$ cat src/rtl/nfc_pkg.sv
package nfc_pkg;
  typedef enum logic [3:0] {
    ST_READ, ST_U1, ST_U2, ST_PSETUP, ST_ESETUP, ST_EU1, ST_EU2,
    ST_PROG, ST_PSETTLE, ST_PSUSP, ST_ERASE
  } nfc_state_e;

  localparam int unsigned ADR_KEY_A  = 32'h555;
  localparam int unsigned ADR_KEY_B  = 32'h2AA;
  localparam int unsigned CMD_KEY_A  = 32'hAA;
  localparam int unsigned CMD_KEY_B  = 32'h55;
  localparam int unsigned CMD_PROG   = 32'hA0;
  localparam int unsigned CMD_ESETUP = 32'h80;
  localparam int unsigned CMD_CHIP   = 32'h10;
  localparam int unsigned CMD_SUSP   = 32'hB0;
  localparam int unsigned CMD_RESUME = 32'h30;
endpackage

$ cat src/rtl/nfc_cnt.sv
module nfc_cnt #(
  parameter int CNT_W = 8
) (
  input  logic             clk_i,
  input  logic             rst_ni,
  input  logic             load_i,
  input  logic [CNT_W-1:0] load_val_i,
  input  logic             run_i,
  output logic             done_o
);
  logic [CNT_W-1:0] cnt_q;

  assign done_o = run_i && (cnt_q == CNT_W'(1));

  always_ff @(posedge clk_i or negedge rst_ni) begin
    if (!rst_ni)                         cnt_q <= '0;
    else if (load_i)                     cnt_q <= load_val_i;
    else if (run_i && cnt_q != '0)       cnt_q <= cnt_q - CNT_W'(1);
  end
endmodule

$ cat src/rtl/nfc_array.sv
module nfc_array #(
  parameter int DATA_W = 8,
  parameter int IDX_W  = 4
) (
  input  logic              clk_i,
  input  logic              erase_all_i,
  input  logic              prog_we_i,
  input  logic [IDX_W-1:0]  wr_idx_i,
  input  logic [DATA_W-1:0] wr_data_i,
  input  logic [IDX_W-1:0]  rd_idx_i,
  output logic [DATA_W-1:0] rd_data_o
);
  localparam int WORDS = 1 << IDX_W;

  logic [DATA_W-1:0] mem_q [WORDS];

  // non-volatile model: no reset on the cells
  for (genvar g = 0; g < WORDS; g++) begin : g_word
    always_ff @(posedge clk_i) begin
      if (erase_all_i)                             mem_q[g] <= '1;
      else if (prog_we_i && wr_idx_i == IDX_W'(g)) mem_q[g] <= mem_q[g] & wr_data_i;
    end
  end

  assign rd_data_o = mem_q[rd_idx_i];
endmodule

$ cat src/rtl/nfc_ctrl.sv
module nfc_ctrl
  import nfc_pkg::*;
#(
  parameter int ADDR_W    = 12,
  parameter int DATA_W    = 8,
  parameter int IDX_W     = 4,
  parameter int CNT_W     = 8,
  parameter int PROG_CYC  = 20,
  parameter int ERASE_CYC = 60,
  parameter int SUSP_CYC  = 8
) (
  input  logic              clk_i,
  input  logic              rst_ni,
  input  logic              we_i,
  input  logic [ADDR_W-1:0] addr_i,
  input  logic [DATA_W-1:0] wdata_i,
  input  logic              op_done_i,
  input  logic              settle_done_i,
  output nfc_state_e        st_o,
  output logic              op_load_o,
  output logic [CNT_W-1:0]  op_len_o,
  output logic              settle_load_o,
  output logic [CNT_W-1:0]  settle_len_o,
  output logic              prog_we_o,
  output logic              erase_all_o,
  output logic [IDX_W-1:0]  tgt_idx_o,
  output logic [DATA_W-1:0] tgt_data_o
);
  localparam logic [ADDR_W-1:0] ADR_A = ADDR_W'(ADR_KEY_A);
  localparam logic [ADDR_W-1:0] ADR_B = ADDR_W'(ADR_KEY_B);

  nfc_state_e st_q, st_d;
  logic [IDX_W-1:0]  tgt_idx_q;
  logic [DATA_W-1:0] tgt_data_q;
  logic latch_tgt;

  function automatic logic at(input logic [ADDR_W-1:0] a, input logic [DATA_W-1:0] d,
                              input logic [ADDR_W-1:0] ea, input int unsigned ed);
    return (a == ea) && (d == DATA_W'(ed));
  endfunction

  always_comb begin
    st_d          = st_q;
    op_load_o     = 1'b0;
    op_len_o      = CNT_W'(PROG_CYC);
    settle_load_o = 1'b0;
    prog_we_o     = 1'b0;
    erase_all_o   = 1'b0;
    latch_tgt     = 1'b0;
    unique case (st_q)
      ST_READ:   if (we_i && at(addr_i, wdata_i, ADR_A, CMD_KEY_A)) st_d = ST_U1;
      ST_U1:     if (we_i) st_d = at(addr_i, wdata_i, ADR_B, CMD_KEY_B) ? ST_U2 : ST_READ;
      ST_U2: if (we_i) begin
        if (at(addr_i, wdata_i, ADR_A, CMD_PROG))        st_d = ST_PSETUP;
        else if (at(addr_i, wdata_i, ADR_A, CMD_ESETUP)) st_d = ST_ESETUP;
        else                                             st_d = ST_READ;
      end
      ST_PSETUP: if (we_i) begin
        st_d      = ST_PROG;
        latch_tgt = 1'b1;
        op_load_o = 1'b1;
      end
      ST_ESETUP: if (we_i) st_d = at(addr_i, wdata_i, ADR_A, CMD_KEY_A) ? ST_EU1 : ST_READ;
      ST_EU1:    if (we_i) st_d = at(addr_i, wdata_i, ADR_B, CMD_KEY_B) ? ST_EU2 : ST_READ;
      ST_EU2: if (we_i) begin
        if (at(addr_i, wdata_i, ADR_A, CMD_CHIP)) begin
          st_d      = ST_ERASE;
          op_load_o = 1'b1;
          op_len_o  = CNT_W'(ERASE_CYC);
        end else st_d = ST_READ;
      end
      ST_PROG: begin
        if (op_done_i) begin
          st_d      = ST_READ;
          prog_we_o = 1'b1;
        end else if (we_i && wdata_i == DATA_W'(CMD_SUSP)) begin
          st_d          = ST_PSETTLE;
          settle_load_o = 1'b1;
        end
      end
      ST_PSETTLE: if (settle_done_i) st_d = ST_PSUSP;
      ST_PSUSP:   if (we_i && wdata_i == DATA_W'(CMD_RESUME)) st_d = ST_PROG;
      ST_ERASE: if (op_done_i) begin  // writes ignored until done
        st_d        = ST_READ;
        erase_all_o = 1'b1;
      end
      default: st_d = ST_READ;
    endcase
  end

  assign settle_len_o = CNT_W'(SUSP_CYC);

  always_ff @(posedge clk_i or negedge rst_ni) begin
    if (!rst_ni) begin
      st_q       <= ST_READ;
      tgt_idx_q  <= '0;
      tgt_data_q <= '0;
    end else begin
      st_q <= st_d;
      if (latch_tgt) begin
        tgt_idx_q  <= addr_i[IDX_W-1:0];
        tgt_data_q <= wdata_i;
      end
    end
  end

  assign st_o       = st_q;
  assign tgt_idx_o  = tgt_idx_q;
  assign tgt_data_o = tgt_data_q;
endmodule

$ cat src/rtl/nfc_status.sv
module nfc_status
  import nfc_pkg::*;
#(
  parameter int DATA_W = 8,
  parameter int SECT_W = 2
) (
  input  logic              clk_i,
  input  logic              rst_ni,
  input  logic              re_i,
  input  nfc_state_e        st_i,
  input  logic [SECT_W-1:0] rd_sect_i,
  input  logic [SECT_W-1:0] tgt_sect_i,
  input  logic              tgt_msb_i,
  input  logic [DATA_W-1:0] arr_data_i,
  output logic [DATA_W-1:0] rdata_o
);
  logic tog6_q, tog2_q, stat_sel, erasing;
  logic [DATA_W-1:0] stat;

  assign erasing  = (st_i == ST_ERASE);
  assign stat_sel = (st_i == ST_PROG) || (st_i == ST_PSETTLE) || erasing ||
                    ((st_i == ST_PSUSP) && (rd_sect_i == tgt_sect_i));

  always_comb begin
    stat    = '0;
    stat[7] = erasing ? 1'b0 : ~tgt_msb_i;
    stat[6] = tog6_q;
    stat[2] = tog2_q;
  end

  always_ff @(posedge clk_i or negedge rst_ni) begin
    if (!rst_ni) begin
      rdata_o <= '0;
      tog6_q  <= 1'b0;
      tog2_q  <= 1'b0;
    end else if (re_i) begin
      rdata_o <= stat_sel ? stat : arr_data_i;
      if (stat_sel)            tog6_q <= ~tog6_q;
      if (stat_sel && erasing) tog2_q <= ~tog2_q;
    end
  end
endmodule

$ cat src/rtl/norflash_cmd_fsm.sv
module norflash_cmd_fsm
  import nfc_pkg::*;
#(
  parameter int ADDR_W    = 12,
  parameter int DATA_W    = 8,
  parameter int IDX_W     = 4,
  parameter int SECT_SH   = 2,
  parameter int PROG_CYC  = 20,
  parameter int ERASE_CYC = 60,
  parameter int SUSP_CYC  = 8
) (
  input  logic              clk_i,
  input  logic              rst_ni,
  input  logic              we_i,
  input  logic              re_i,
  input  logic [ADDR_W-1:0] addr_i,
  input  logic [DATA_W-1:0] wdata_i,
  output logic [DATA_W-1:0] rdata_o,
  output logic              ready_o
);
  localparam int MAX_OP  = (PROG_CYC > ERASE_CYC) ? PROG_CYC : ERASE_CYC;
  localparam int MAX_CYC = (MAX_OP > SUSP_CYC) ? MAX_OP : SUSP_CYC;
  localparam int CNT_W   = $clog2(MAX_CYC + 1);
  localparam int SECT_W  = IDX_W - SECT_SH;

  nfc_state_e st;
  logic op_load, settle_load, op_done, settle_done, prog_we, erase_all;
  logic [CNT_W-1:0]  op_len, settle_len;
  logic [IDX_W-1:0]  tgt_idx;
  logic [DATA_W-1:0] tgt_data, arr_data;

  nfc_ctrl #(
    .ADDR_W(ADDR_W), .DATA_W(DATA_W), .IDX_W(IDX_W), .CNT_W(CNT_W),
    .PROG_CYC(PROG_CYC), .ERASE_CYC(ERASE_CYC), .SUSP_CYC(SUSP_CYC)
  ) u_ctrl (
    .clk_i, .rst_ni, .we_i, .addr_i, .wdata_i,
    .op_done_i(op_done), .settle_done_i(settle_done),
    .st_o(st), .op_load_o(op_load), .op_len_o(op_len),
    .settle_load_o(settle_load), .settle_len_o(settle_len),
    .prog_we_o(prog_we), .erase_all_o(erase_all),
    .tgt_idx_o(tgt_idx), .tgt_data_o(tgt_data)
  );

  nfc_cnt #(.CNT_W(CNT_W)) u_op_cnt (
    .clk_i, .rst_ni, .load_i(op_load), .load_val_i(op_len),
    .run_i((st == ST_PROG) || (st == ST_ERASE)), .done_o(op_done)
  );

  nfc_cnt #(.CNT_W(CNT_W)) u_settle_cnt (
    .clk_i, .rst_ni, .load_i(settle_load), .load_val_i(settle_len),
    .run_i(st == ST_PSETTLE), .done_o(settle_done)
  );

  nfc_array #(.DATA_W(DATA_W), .IDX_W(IDX_W)) u_array (
    .clk_i, .erase_all_i(erase_all), .prog_we_i(prog_we),
    .wr_idx_i(tgt_idx), .wr_data_i(tgt_data),
    .rd_idx_i(addr_i[IDX_W-1:0]), .rd_data_o(arr_data)
  );

  nfc_status #(.DATA_W(DATA_W), .SECT_W(SECT_W)) u_status (
    .clk_i, .rst_ni, .re_i, .st_i(st),
    .rd_sect_i(addr_i[IDX_W-1:SECT_SH]), .tgt_sect_i(tgt_idx[IDX_W-1:SECT_SH]),
    .tgt_msb_i(tgt_data[7]), .arr_data_i(arr_data), .rdata_o
  );

  assign ready_o = !((st == ST_PROG) || (st == ST_PSETTLE) || (st == ST_ERASE));
endmodule

$ cat config.mk
export PLATFORM = sky130hd
export DESIGN_NAME = norflash_cmd_fsm
export DESIGN_NICKNAME = d
export VERILOG_FILES = /design/src/rtl/nfc_pkg.sv /design/src/rtl/nfc_cnt.sv /design/src/rtl/nfc_array.sv /design/src/rtl/nfc_ctrl.sv /design/src/rtl/nfc_status.sv /design/src/rtl/norflash_cmd_fsm.sv
export SDC_FILE = /design/constraint.sdc
export NUM_CORES = 1
export LEC_CHECK = 0
export ABC_AREA = 1
export BUFFER_PORTS_ARGS = -buffer_cell sky130_fd_sc_hd__buf_2
export CORE_MARGIN = 2
export CORE_UTILIZATION = 52
export CTS_CLUSTER_DIAMETER = 60
export DETAILED_ROUTE_END_ITERATION = 8
export GPL_TIMING_DRIVEN = 0
export HOLD_SLACK_MARGIN = 0.02
export PLACE_DENSITY = 0.68
export SLEW_MARGIN = 20
export SYNTH_ARGS = -nofsm -noshare
export SYNTH_HDL_FRONTEND = slang
export SYNTH_SLANG_ARGS = --single-unit
export TNS_END_PERCENT = 10
$ cat constraint.sdc
create_clock -name clk_i -period 2.4 [get_ports clk_i]
set_clock_uncertainty 0.2 [all_clocks]
set_input_delay 0.36 -clock clk_i [delete_from_list [all_inputs] [get_ports clk_i]]
set_output_delay 0.36 -clock clk_i [all_outputs]
set_load 0.05 [all_outputs]
Yosys cells after proc, flatten, opt, wreduce, memory -nomap -nowiden
Memory sizes are Yosys's and may differ from the RTL's.
Cells that the tools add are included.
Widths: inputs -> output; s select.
{"block": "word_totals", "reg_bits": 38, "mem_count": 1, "mem_bits_rw": 128, "inputBits": 24}
{"memory": "u_array.mem_q", "words": 16, "word_bits": 8, "rd": 17, "rd_ports_with_merged_regs": 0, "write_ports": 16, "line_no": "nfc_array.sv:15", "source": "logic [DATA_W-1:0] mem_q [WORDS];"}
{"block": "classes", "add_sub_neg": 2, "bitwise": 35, "muxes": 105, "n_reduce_logical": 44, "n_eq_ne": 48}
{"cell": "$mux 8", "n": 17}
{"cell": "$and 8x8->8", "n": 16}
{"cell": "$mux 1", "n": 61}
{"cell": "$mux 4", "n": 14}
{"cell": "$eq 4x4->1 const B", "n": 11}
{"cell": "$pmux 4 s11", "n": 1}
{"cell": "$mux 6", "n": 7}
{"cell": "$eq 4x3->1 const B", "n": 8}
{"cell": "$eq 8x8->1 const B", "n": 4}
{"cell": "$logic_and 1x1->1", "n": 30}
{"cell": "$eq 4x2->1 const B", "n": 4}
{"cell": "$ne 2x2->1 const B", "n": 8}
{"cell": "$or 1x1->1", "n": 16}
{"cell": "$eq 12x10->1 const B", "n": 1}
{"cell": "$eq 12x11->1 const B", "n": 1}
{"cell": "$eq 6x1->1 const B", "n": 2}
{"cell": "$reduce_bool 6->1", "n": 2}
{"cell": "$sub 6x1->6 const B", "n": 2}
{"cell": "$reduce_and 11->1", "n": 1}
{"cell": "$mux 3", "n": 3}
{"cell": "$eq 4x1->1 const B", "n": 2}
{"cell": "$eq 8x5->1 const B", "n": 1}
{"cell": "$eq 8x6->1 const B", "n": 1}
{"cell": "$eq 8x7->1 const B", "n": 1}
{"cell": "other kinds (11)", "n": 20}

Depth between registers and ports, before layout
Gate-level depths: netlist (run 1).
{"block": "depth", "word_depth": 10, "ltp_mapped": 13}

Hierarchy
A second synthesis (run 1) with hierarchy kept.
{"block": "unflattened", "cells_unflattened": 1159, "area_unflattened_um2": 9412.8}
{"module": "nfc_array", "area_each_um2": 6578.8, "cells_each": 744, "n_inst": 1}
{"module": "nfc_ctrl", "area_each_um2": 1311.3, "cells_each": 207, "n_inst": 1}
{"module": "nfc_cnt", "area_each_um2": 466.7, "cells_each": 64, "n_inst": 2}
{"module": "nfc_status", "area_each_um2": 524.3, "cells_each": 66, "n_inst": 1}
{"module": "norflash_cmd_fsm", "area_each_um2": 65.1, "cells_each": 14, "n_inst": 1}

Least setup slack after synthesis (run 1)
Ideal clock, no wire load.
{"block": "synth_path", "path_kind": "register to register", "from": "reg u_op_cnt.cnt_q[1]", "to": "mem u_array.mem_q[13][0], enable pin", "path_buffers": 0, "period_less_slack_ps": 2429, "slack_ps": -29, "t_arrival_ps": 1845, "t_required_ps": 1816, "setup_ps": 384, "stages_incl_launch_ff": 9, "cell_sequence": "dfrtp_1 -> inv_1 -> ha_1 -> nand3_1 -> inv_1 -> nand2_4 -> nor2_8 -> nand2_8 -> o21ai_0"}
{"element": "start, declared", "line_no": "nfc_cnt.sv:11", "source": "logic [CNT_W-1:0] cnt_q;"}
{"element": "start signal, assigned", "line_no": "nfc_cnt.sv:17", "source": "else if (load_i) cnt_q <= load_val_i;"}
{"element": "start signal, assigned", "line_no": "nfc_cnt.sv:18", "source": "else if (run_i && cnt_q != '0) cnt_q <= cnt_q - CNT_W'(1);"}
{"element": "end, declared", "line_no": "nfc_array.sv:15"}

==> results of run 1 <==
power groups by stage:
stage               combinational [W]  clock, W  sequential, W
global route                 0.000540   0.00300        0.00312
CTS                          0.000485   0.00290        0.00311
detailed placement           0.000478         0        0.00317
finish                       0.000493   0.00289        0.00311
floorplan                    0.000261         0        0.00323
global placement             0.000474         0        0.00318
cells in the mapped netlist (all sizes together):
| library cell | instances | share of area (%) |
|---|---|---|
| nor3 | 3 | 0.17 |
| dfrtp | 38 | 11 |
| nor2 | 86 | 6.3 |
| nand4 | 11 | 0.77 |
| clkbuf | 20 | 0.85 |
| xnor2 | 3 | 0.29 |
| o31ai | 2 | 0.17 |
| and2 | 1 | 0.070 |
| inv | 114 | 4.8 |
| nand2 | 393 | 17 |
| or2 | 2 | 0.14 |
| o21ai | 101 | 5.8 |
| a21oi | 34 | 1.9 |
| clkinv | 2 | 0.098 |
| o211ai | 14 | 1.2 |
| buf | 17 | 0.94 |
| nand3 | 78 | 4.4 |
| xor2 | 7 | 0.68 |
| edfxtp | 128 | 43 |
| ha | 6 | 0.84 |
metrics by stage:
step	total power [W]	TNS, ns	utilization (%)	std cells	area [um^2]
after detailed placement	0.003653	-32.84	56.19	1310	9384
final	0.006493	0	60.59	1346	10120
after global placement	0.003649	-58.64	56.19	1310	9384
after CTS	0.006495	-16.62	60.37	1346	10080
after floorplan	0.003490	-1.529	-	1060	8959
after global routing	0.006659	-11.50	60.59	1346	10120
cell families (layout without fill, tap and decap cells):
kind of cell	Yosys count	count (layout)
flip-flops	166	166
XOR/XNOR	10	10
AO/OA/AOI/OAI	151	151
AND/OR/NAND/NOR	574	574
buffers and inverters	153	219
adder cells (fa/ha/maj)	6	6
critical path: stages (launching register included):
cell     delay, ns
dfrtp_1       0.39
inv_1         0.12
ha_1          0.17
nand3_1       0.11
inv_1         0.14
nand2_4       0.12
nor2_8        0.13
nand2_4       0.16
o21ai_2       0.48
timing repair:
action / in CTS / in global routing
hold buffers: 4 / 0
endpoints found under the setup margin: 128 / 129
resized for setup: 15 / 12
gates cloned: 0 / 0
endpoints found under the hold margin: 41 / 0
setup buffers: 0 / 0
final timing paths:
check                           slack [ns]                            endpoint  depth (start not counted)                       startpoint
worst min-delay path                  0.02    u_ctrl.tgt_data_o[3]$_DFFE_PN0P_                          3                       wdata_i[3]
worst min register to register        0.28     u_status.rdata_o[6]$_DFFE_PN0P_                          2  u_status.rdata_o[6]$_DFFE_PN0P_
max in group asynchronous             1.05          u_ctrl.st_o[0]$_DFFE_PN0P_                          2                           rst_ni
worst max-delay path                  0.02  u_array.mem_q[15][0]$_SDFFCE_PN1P_                          8    u_op_cnt.cnt_q[1]$_DFFE_PN0P_
worst max register to register        0.02  u_array.mem_q[15][0]$_SDFFCE_PN1P_                          8    u_op_cnt.cnt_q[1]$_DFFE_PN0P_
min in group asynchronous             0.36     u_status.rdata_o[4]$_DFFE_PN0P_                          2                           rst_ni
flip-flops by register name, summed over array words and instances, names as in the netlist:
register,flops
u_array.mem_q,128
u_ctrl.tgt_data_o,8
u_status.rdata_o,8
u_op_cnt.cnt_q,6
u_settle_cnt.cnt_q,6
u_ctrl.st_o,4
u_ctrl.tgt_idx_o,4
u_status.tog2_q,1
u_status.tog6_q,1
per-layer routing:
metal,share of wire [%],routed length (um),vias to the layer above
met5,0,0,-
met4,3.9,976,0
met3,8.7,2209,72
met2,45,11410,382
met1,42,10700,3577
li1,-,-,3584
cell type report:
class | count | area share (%)
Sequential cell | 166 | 47.38
Buffer | 37 | 1.620
Inverter | 116 | 4.315
Clock inverter | 15 | 1.879
Timing Repair Buffer | 34 | 1.941
Clock buffer | 17 | 4.204
Tap cell | 220 | 2.720
Multi-Input combinational cell | 741 | 35.94
==> metrics.cfg, run 1 <==
[sta]
slew_violations = 0
finalHoldViolations = 0
setup_viol = 0
whs_ns = 0.02175
tightest_slew_ns = 0.8935
fmax_mhz = 419.3
fin_crit_sh_pct = 99.36
period_minus_slack_ns = 2.385
setup_slack_ns = 0.01535
rsz0062_at_grt = yes
maxSlewHeadroom_pct = 40.43

[die]
dieArea_um2 = 18290
die_x_um = 135.3
initial_utilization_pct = 53.64
core_um2 = 16700
num_io_pins = 33
rows = 47
die_y_um = 135.3

[clocking]
clk_latency_ns = 0.44
cts_inserted_buffers = 17
clock_path_buffers = 2
cts-root-buf = clkbuf_16
cts.clk_slew.worst_paths_ns = 0.07
tritoncts = yes
htreeDepth = 4
clkSinkCount = 166

[final_layout]
drive_above_1_share_pct = 12.79
nets = 1143
multi_input_area_um2 = 3637
fillers = 1470
final_common_cell = nand2_1
seq_area_um2 = 4795
diodes = 0
layout_common_cells = nand2_1 (383), edfxtp_1 (128), inv_1 (109), nand3_1 (77), o21ai_0 (71)
syn2layout_area_growth_pct = 12.96

[placement]
port_buffers = 30
dp_slack_ns = -0.4176
dp_hpwl_um = 18010
gp_congestion = 0.9187

[pwr]
pwr-share-seq_pct = 48.0
peakVddDrop_mv = 0.5308
power.density_nw_per_um2 = 641.7
power_frac_clock_pct = 44.4
p_int_w = 0.004881
switchingPower_w = 0.001613
swShare_pct = 24.84
comb_power_share_pct = 7.6
cellLeakagePower_nw = 4.141

[grt]
grt_max_degree = 39
track_usage_pct = 28.88
use_met3_pct = 5.425
use_met2_pct = 43.99
grt_busiest_layer = met2
grt_pass1_wl_um = 39170
grt_pass1_vias = 7114
antenna_found_initial = 0
grt.overflow.total = 0
grt_use_met1_pct = 40.30

[detailed_routing]
vias_per_cell = 5.658
routed_wl_um = 25300
ant_nets = 0
vias = 7615
drtIter0Drc = 864
detail_route.first_pass.iterations = 5
drcViolationCount = 0
wire_per_inst_um = 18.80

[synth]
ys_seq_area_share_pct = 53.52
avgSynthCellArea_um2 = 8.452
synth_compound_area_share_pct = 9.050
synthMuxAreaShare_pct = 0
synth_xor_area_share_pct = 0.9777
yosys.area_share.simple_pct = 28.95
synth-seq-cells = 166
synth_nets = 1090
yosysUniqueCellTypes = 33
synth_fa_ha_area_share_pct = 0.8380
yosysWarnings = 0
postSynthCellCount = 1060
synth_area_um2 = 8959
synth_top_family_by_area = simple AND/OR/NAND/NOR gates

[setup_path]
cp_data_arrival_time_ns = 2.27
critPathKind = register to register
setup.worst_path.start_class = register
path_max_fanout = 8
cp-end-kind = register
required_ns = 2.28

[worst_hold_path]
hold_path_class = primary input to register

[run]
drv_cap = 0

[run_status]
outcome = finished clean

Note: power is estimated with default switching activity, not from simulation.
==> run 2, diff against run 1 <==
--- a/config.mk
+++ b/config.mk
@@ -7,13 +7,15 @@
 export LEC_CHECK = 0
 export ABC_AREA = 1
 export BUFFER_PORTS_ARGS = -buffer_cell sky130_fd_sc_hd__buf_2
+export CELL_PAD_IN_SITES_DETAIL_PLACEMENT = 0
+export CELL_PAD_IN_SITES_GLOBAL_PLACEMENT = 2
 export CORE_MARGIN = 2
-export CORE_UTILIZATION = 52
+export CORE_UTILIZATION = 35
 export CTS_CLUSTER_DIAMETER = 60
 export DETAILED_ROUTE_END_ITERATION = 8
 export GPL_TIMING_DRIVEN = 0
 export HOLD_SLACK_MARGIN = 0.02
-export PLACE_DENSITY = 0.68
+export PLACE_DENSITY = 0.73
 export SLEW_MARGIN = 20
 export SYNTH_ARGS = -nofsm -noshare
 export SYNTH_HDL_FRONTEND = slang
==> metrics.cfg, run 2 (synthesis gave the netlist of run 1 again) <==
[setup_path]
setup.worst_path.start_class = register
slowest_stage = dfrtp_1
path_max_fanout = 8
required_ns = 1.84
cp_slowest_stage_delay_ns = 0.36
cp_data_arrival_time_ns = 1.75
path_buf_inv = 3
critPathKind = register to output pin
cp-end-kind = output pin
crit_chain = buf_4 > inv_1 > nor2_2 > nand2_2 > nand2_4 > nor2_4 > buf_6
crit_family = simple AND/OR/NAND/NOR gates

[die]
die_y_um = 164.0
core_um2 = 25180
initial_utilization_pct = 35.58
die_x_um = 164.0
dieArea_um2 = 26890
rows = 58
num_io_pins = 33

[final_layout]
seq_area_um2 = 4795
diodes = 0
final_cells = 1459
drive_above_1_share_pct = 13.37
largest_reg_flops = 128
top_register = u_array.mem_q
final_common_cell = nand2_1
layout_common_cells = nand2_1 (383), edfxtp_1 (128), inv_1 (108), nand3_1 (77), o21ai_0 (71)
nets = 1146
multi_input_area_um2 = 3767
syn2layout_area_growth_pct = 17.18
fillers = 2561

[sta]
finalHoldViolations = 0
period_minus_slack_ns = 2.306
rsz0062_at_grt = yes
tightest_slew_ns = 0.9361
whs_ns = 0.03251
slew_violations = 0
fin_crit_sh_pct = 96.10
setup_tns_ns = 0
fmax_mhz = 433.6
maxSlewHeadroom_pct = 37.59
setup_viol = 0

[detailed_routing]
detail_route.first_pass.iterations = 5
wire_per_inst_um = 19.50
vias = 7241
ant_nets = 0
vias_per_cell = 4.963
drcViolationCount = 0
routed_wl_um = 28450
drtIter0Drc = 638

[grt]
grt_busiest_layer = met2
grt_pass1_wl_um = 43010
use_met3_pct = 2.753
grt_use_met1_pct = 31.78
antenna_found_initial = 0
grt_max_degree = 39
grt.overflow.total = 0
track_usage_pct = 21.92
use_met2_pct = 35.01
grt_pass1_vias = 6933

[clocking]
clock_path_buffers = 2
cts-root-buf = clkbuf_16
tritoncts = yes
clk_latency_ns = 0.43
clkSinkCount = 166
cts.clk_slew.worst_paths_ns = 0.07
cts_inserted_buffers = 17
htreeDepth = 4

[pwr]
cellLeakagePower_nw = 4.196
peakVddDrop_mv = 0.4319
power_frac_clock_pct = 45.5
power.density_nw_per_um2 = 634.3
p_int_w = 0.004986
comb_power_share_pct = 7.7
swShare_pct = 25.11
pwr-share-seq_pct = 46.8
switchingPower_w = 0.001672

[run_status]
outcome = finished clean

[placement]
dp_hpwl_um = 21070
dp.cells = 1420
port_buffers = 30
gp_congestion = 0.8471

[run]
drv_cap = 0

[worst_hold_path]
hold_path_class = primary input to register

[run 2: final timing paths]
kind / from / endpoint / slack (ns) / cells after the start
worst max-delay path: u_ctrl.st_o[3]$_DFFE_PN0P_ / ready_o / 0.09 / 7
worst min-delay path: wdata_i[1] / u_ctrl.tgt_data_o[1]$_DFFE_PN0P_ / 0.03 / 3
worst max register to register: u_op_cnt.cnt_q[1]$_DFFE_PN0P_ / u_array.mem_q[7][6]$_SDFFCE_PN1P_ / 0.10 / 8
worst min register to register: u_status.tog2_q$_DFFE_PN0P_ / u_status.tog2_q$_DFFE_PN0P_ / 0.28 / 1
max in group asynchronous: rst_ni / u_settle_cnt.cnt_q[4]$_DFFE_PN0P_ / 1.00 / 2
min in group asynchronous: rst_ni / u_status.rdata_o[5]$_DFFE_PN0P_ / 0.39 / 2
[run 2: layer usage]
layer | up-vias | wire length, um
li1 | 3595 | -
met3 | 21 | 1162
met5 | - | 0
met1 | 3462 | 13560
met4 | 0 | 350
met2 | 163 | 13380
[run 2: power groups by stage]
stage	registers [W]	logic, W	clock network [W]
after floorplan	0.00323	0.000261	0
after global placement	0.00318	0.000517	0
after CTS	0.00312	0.000519	0.00307
final	0.00312	0.000513	0.00303
after global routing	0.00312	0.000573	0.00318
after detailed placement	0.00318	0.000516	0
[run 2: repair_timing]
| action | CTS | global route |
|---|---|---|
| gates resized for setup | 20 | 27 |
| setup endpoints to repair | 129 | 129 |
| buffers inserted | 0 | 5 |
| hold endpoints to repair | 39 | 0 |
| gates cloned | 0 | 0 |
| pin swaps | 0 | 6 |
| hold buffers | 2 | 0 |
[run 2: stage by stage]
step,total power [W],instance area (um^2),utilization (%),setup WS [ns]
6_report,0.006658,10500,41.69,0.09352
4_1_cts,0.006706,10240,40.66,-0.2357
5_1_grt,0.006872,10500,41.69,-0.03416
3_3_place_gp,0.003694,9522,37.81,-0.6725
2_1_floorplan,0.003490,8959,-,-0.02928
3_5_place_dp,0.003693,9522,37.81,-0.5170
[run 2: final cells by class]
class / count / area share, %
inverters: 116 / 4.160
flip-flops and latches: 166 / 45.67
clock inverters: 15 / 2.062
multi-input cells: 741 / 35.89
clock buffers: 17 / 4.052
repair buffers: 37 / 2.634
well taps: 330 / 3.933
plain buffers: 37 / 1.597
[run 2: worst min-delay path: stages]
cell and delay (ns):
buf_2 0.12, inv_1 0.06, o21ai_0 0.08
==> run 3, diff against run 2 <==
--- a/config.mk
+++ b/config.mk
@@ -5,17 +5,16 @@
 export SDC_FILE = /design/constraint.sdc
 export NUM_CORES = 1
 export LEC_CHECK = 0
-export ABC_AREA = 1
 export BUFFER_PORTS_ARGS = -buffer_cell sky130_fd_sc_hd__buf_2
 export CELL_PAD_IN_SITES_DETAIL_PLACEMENT = 0
 export CELL_PAD_IN_SITES_GLOBAL_PLACEMENT = 2
 export CORE_MARGIN = 2
-export CORE_UTILIZATION = 35
+export CORE_UTILIZATION = 38
 export CTS_CLUSTER_DIAMETER = 60
 export DETAILED_ROUTE_END_ITERATION = 8
 export GPL_TIMING_DRIVEN = 0
 export HOLD_SLACK_MARGIN = 0.02
-export PLACE_DENSITY = 0.73
+export PLACE_DENSITY = 0.72
 export SLEW_MARGIN = 20
 export SYNTH_ARGS = -nofsm -noshare
 export SYNTH_HDL_FRONTEND = slang
==> metrics.cfg, run 3 <==
[sta]
finalHoldViolations = 0
setup_slack_ns = 0.008555
fmax_mhz = 418.2
fin_crit_sh_pct = 99.64
setup_viol = 0
rsz0062_at_grt = yes
slew_violations = 0
period_minus_slack_ns = 2.391
maxSlewHeadroom_pct = 37.21
setup_tns_ns = 0
tightest_slew_ns = 0.9419

[pwr]
power_frac_clock_pct = 45.6
p_int_w = 0.004778
pwr-share-seq_pct = 49.3
power_w = 0.006278
swShare_pct = 23.90
comb_power_share_pct = 5.1
cellLeakagePower_nw = 3.711
power.density_nw_per_um2 = 625.2
switchingPower_w = 0.001500
peakVddDrop_mv = 0.3192

[run_status]
outcome = finished clean

[setup_path]
critPathKind = register to register
slowest_stage = or4_1
path_max_fanout = 10
crit_chain = buf_4 > or4_1 > o221ai_4 > mux2_2 > a21oi_1 > nand2_1
cp_data_arrival_time_ns = 2.51
setup.worst_path.start_class = register
cp-end-kind = register
required_ns = 2.52
cp_slowest_stage_delay_ns = 0.57

[clocking]
clkSinkCount = 166
cts_inserted_buffers = 17
cts.clk_slew.worst_paths_ns = 0.07
htreeDepth = 4
clock_path_buffers = 2
cts-root-buf = clkbuf_16
tritoncts = yes
clk_latency_ns = 0.43

[die]
core_um2 = 21820
dieArea_um2 = 23370
die_y_um = 152.9
die_x_um = 152.9
rows = 54
initial_utilization_pct = 38.60
num_io_pins = 33

[synth]
synthTopCellsByCount = nand2_1 (232), edfxtp_1 (128), a21o_1 (41)
postSynthCellCount = 727
synth_edf_count = 128
synth_top_area_share_pct = 45.63
yosys-top-cells-area = edfxtp_1 (46%), dfrtp_1 (11%), nand2_1 (10%), mux4_2 (9.9%), a21o_1 (3.7%)
synth_top_area_cell = edfxtp_1
yosysUniqueCellTypes = 59
yosysWarnings = 0
avgSynthCellArea_um2 = 11.59
yosysMostFrequentCell = nand2_1
synthArstFlopShare_pct = 22.89
synth-seq-cells = 166
ys_seq_area_share_pct = 56.92
synth_nets = 757
synth_ff_type = edfxtp_1
synth_area_um2 = 8423

[grt]
grt_pass1_vias = 5997
grt_max_degree = 39
grt.overflow.total = 0
antenna_found_initial = 1
track_usage_pct = 22.03
grt_pass1_wl_um = 37920

[placement]
gp_congestion = 0.8838
dp_hpwl_um = 17590
port_buffers = 27
dp_slack_ns = -0.6805

[final_layout]
layout_common_cells = nand2_1 (223), edfxtp_1 (128), a21o_1 (41), mux4_2 (37)
drive_above_1_share_pct = 22.83
nets = 823
fillers = 2033
seq_area_um2 = 4797
diodes = 0
fin_util_pct = 46.02
syn2layout_area_growth_pct = 19.22
top_register = u_array.mem_q
final_common_cell = nand2_1
largest_reg_flops = 128
multi_input_area_um2 = 3660

[detailed_routing]
vias_per_cell = 5.725
drtIter0Drc = 591
detail_route.first_pass.iterations = 5
drcViolationCount = 0
ant_nets = 0
routed_wl_um = 25360
vias = 6217
wire_per_inst_um = 23.36

[worst_hold_path]
hold_path_class = primary input to register

[run]
drv_cap = 0

==> run 3: cell types whose count changed after synthesis, moves of 9 or more <==
cell,previous run,this run
o21ai_1,10,1
inv_1,109,8
o21ai_0,87,15
a21oi_1,34,5
nand2b_1,0,10
nor2_1,59,28
a21o_1,0,41
nor2_4,15,3
nand2_1,383,232
clkbuf_1,19,30
mux4_2,0,37
nand3_1,78,16
o211ai_1,14,2
==> run 3: cell type report <==
type | instances | area share [%]
Buffer | 44 | 2.305
Clock buffer | 17 | 4.236
Clock inverter | 15 | 1.844
Inverter | 8 | 0.2990
Multi-Input combinational cell | 507 | 36.44
Sequential cell | 166 | 47.77
Tap cell | 280 | 3.489
Timing Repair Buffer | 49 | 3.613
==> run 3: critical path, delay by kind of cell (launching register included) <==
family          cells  cell delay [ns]
simple gates        2             0.63
compound gates      2             0.49
flops               1             0.43
mux                 1             0.38
buf+inv             1             0.15
==> run 3: power groups by stage <==
| stage | clock, W | sequential (W) | combinational, W |
|---|---|---|---|
| after floorplan | 0 | 0.00316 | 0.000184 |
| after global placement | 0 | 0.00315 | 0.000300 |
| after detailed placement | 0 | 0.00315 | 0.000302 |
| after CTS | 0.00290 | 0.00309 | 0.000314 |
| after global routing | 0.00304 | 0.00310 | 0.000350 |
| final | 0.00286 | 0.00309 | 0.000323 |
==> run 3: path summary, 6_finish.rpt <==
path / start / endpoint / slack (ns) / depth (start not counted)
max: u_op_cnt.cnt_q[2]$_DFFE_PN0P_ / u_op_cnt.cnt_q[3]$_DFFE_PN0P_ / 0.009 / 6
max in group asynchronous: rst_ni / u_op_cnt.cnt_q[4]$_DFFE_PN0P_ / 0.95 / 2
min reg2reg: u_status.tog2_q$_DFFE_PN0P_ / u_status.tog2_q$_DFFE_PN0P_ / 0.28 / 1
max reg2reg: u_op_cnt.cnt_q[2]$_DFFE_PN0P_ / u_op_cnt.cnt_q[3]$_DFFE_PN0P_ / 0.009 / 6
min in group asynchronous: rst_ni / u_settle_cnt.cnt_q[4]$_DFFE_PN0P_ / 0.40 / 2
min: wdata_i[5] / u_ctrl.tgt_data_o[5]$_DFFE_PN0P_ / 0.02 / 3
==> run 3: cells by family (layout without fill, tap and decap cells) <==
kind of cell	count (synthesis)	count (layout)	synth area share, %
muxes	43	43	10.65
DFF	166	166	56.92
AOI/OAI and AO/OA	86	86	7.353
xor gates and xnor gates	12	12	1.248
adders and majority gates	6	6	0.8912
and+or+nand+nor	360	360	20.17
buffers and inverters	54	133	2.763
==> run 3: routing by layer <==
metal	vias to the layer above	track usage, %	share of wire [%]
met5	-	0	0
met4	0	5.115	1.6
met3	26	6.323	8.9
met2	279	33.42	45
met1	3135	31.56	45
li1	2777	-	-
==> run 3: repair_timing <==
| action | 4_1_cts | 5_1_grt |
|---|---|---|
| buffers inserted | 11 | 2 |
| endpoints found under the hold margin | 44 | 0 |
| setup endpoints to repair | 264 | 197 |
| pin swaps | 8 | 11 |
| hold buffers | 7 | 0 |
| gates resized for setup | 57 | 19 |
==> run 3: stage by stage <==
| stage | instances | area, um^2 | hold slack, ns |
|---|---|---|---|
| after floorplan | 727 | 8428 | -0.1356 |
| after global placement | 1034 | 8914 | 0.2665 |
| after detailed placement | 1036 | 8934 | 0.2696 |
| after CTS | 1084 | 9951 | 0.02396 |
| after global routing | 1086 | 10040 | 0.04506 |
| final | 1086 | 10040 | 0.02413 |
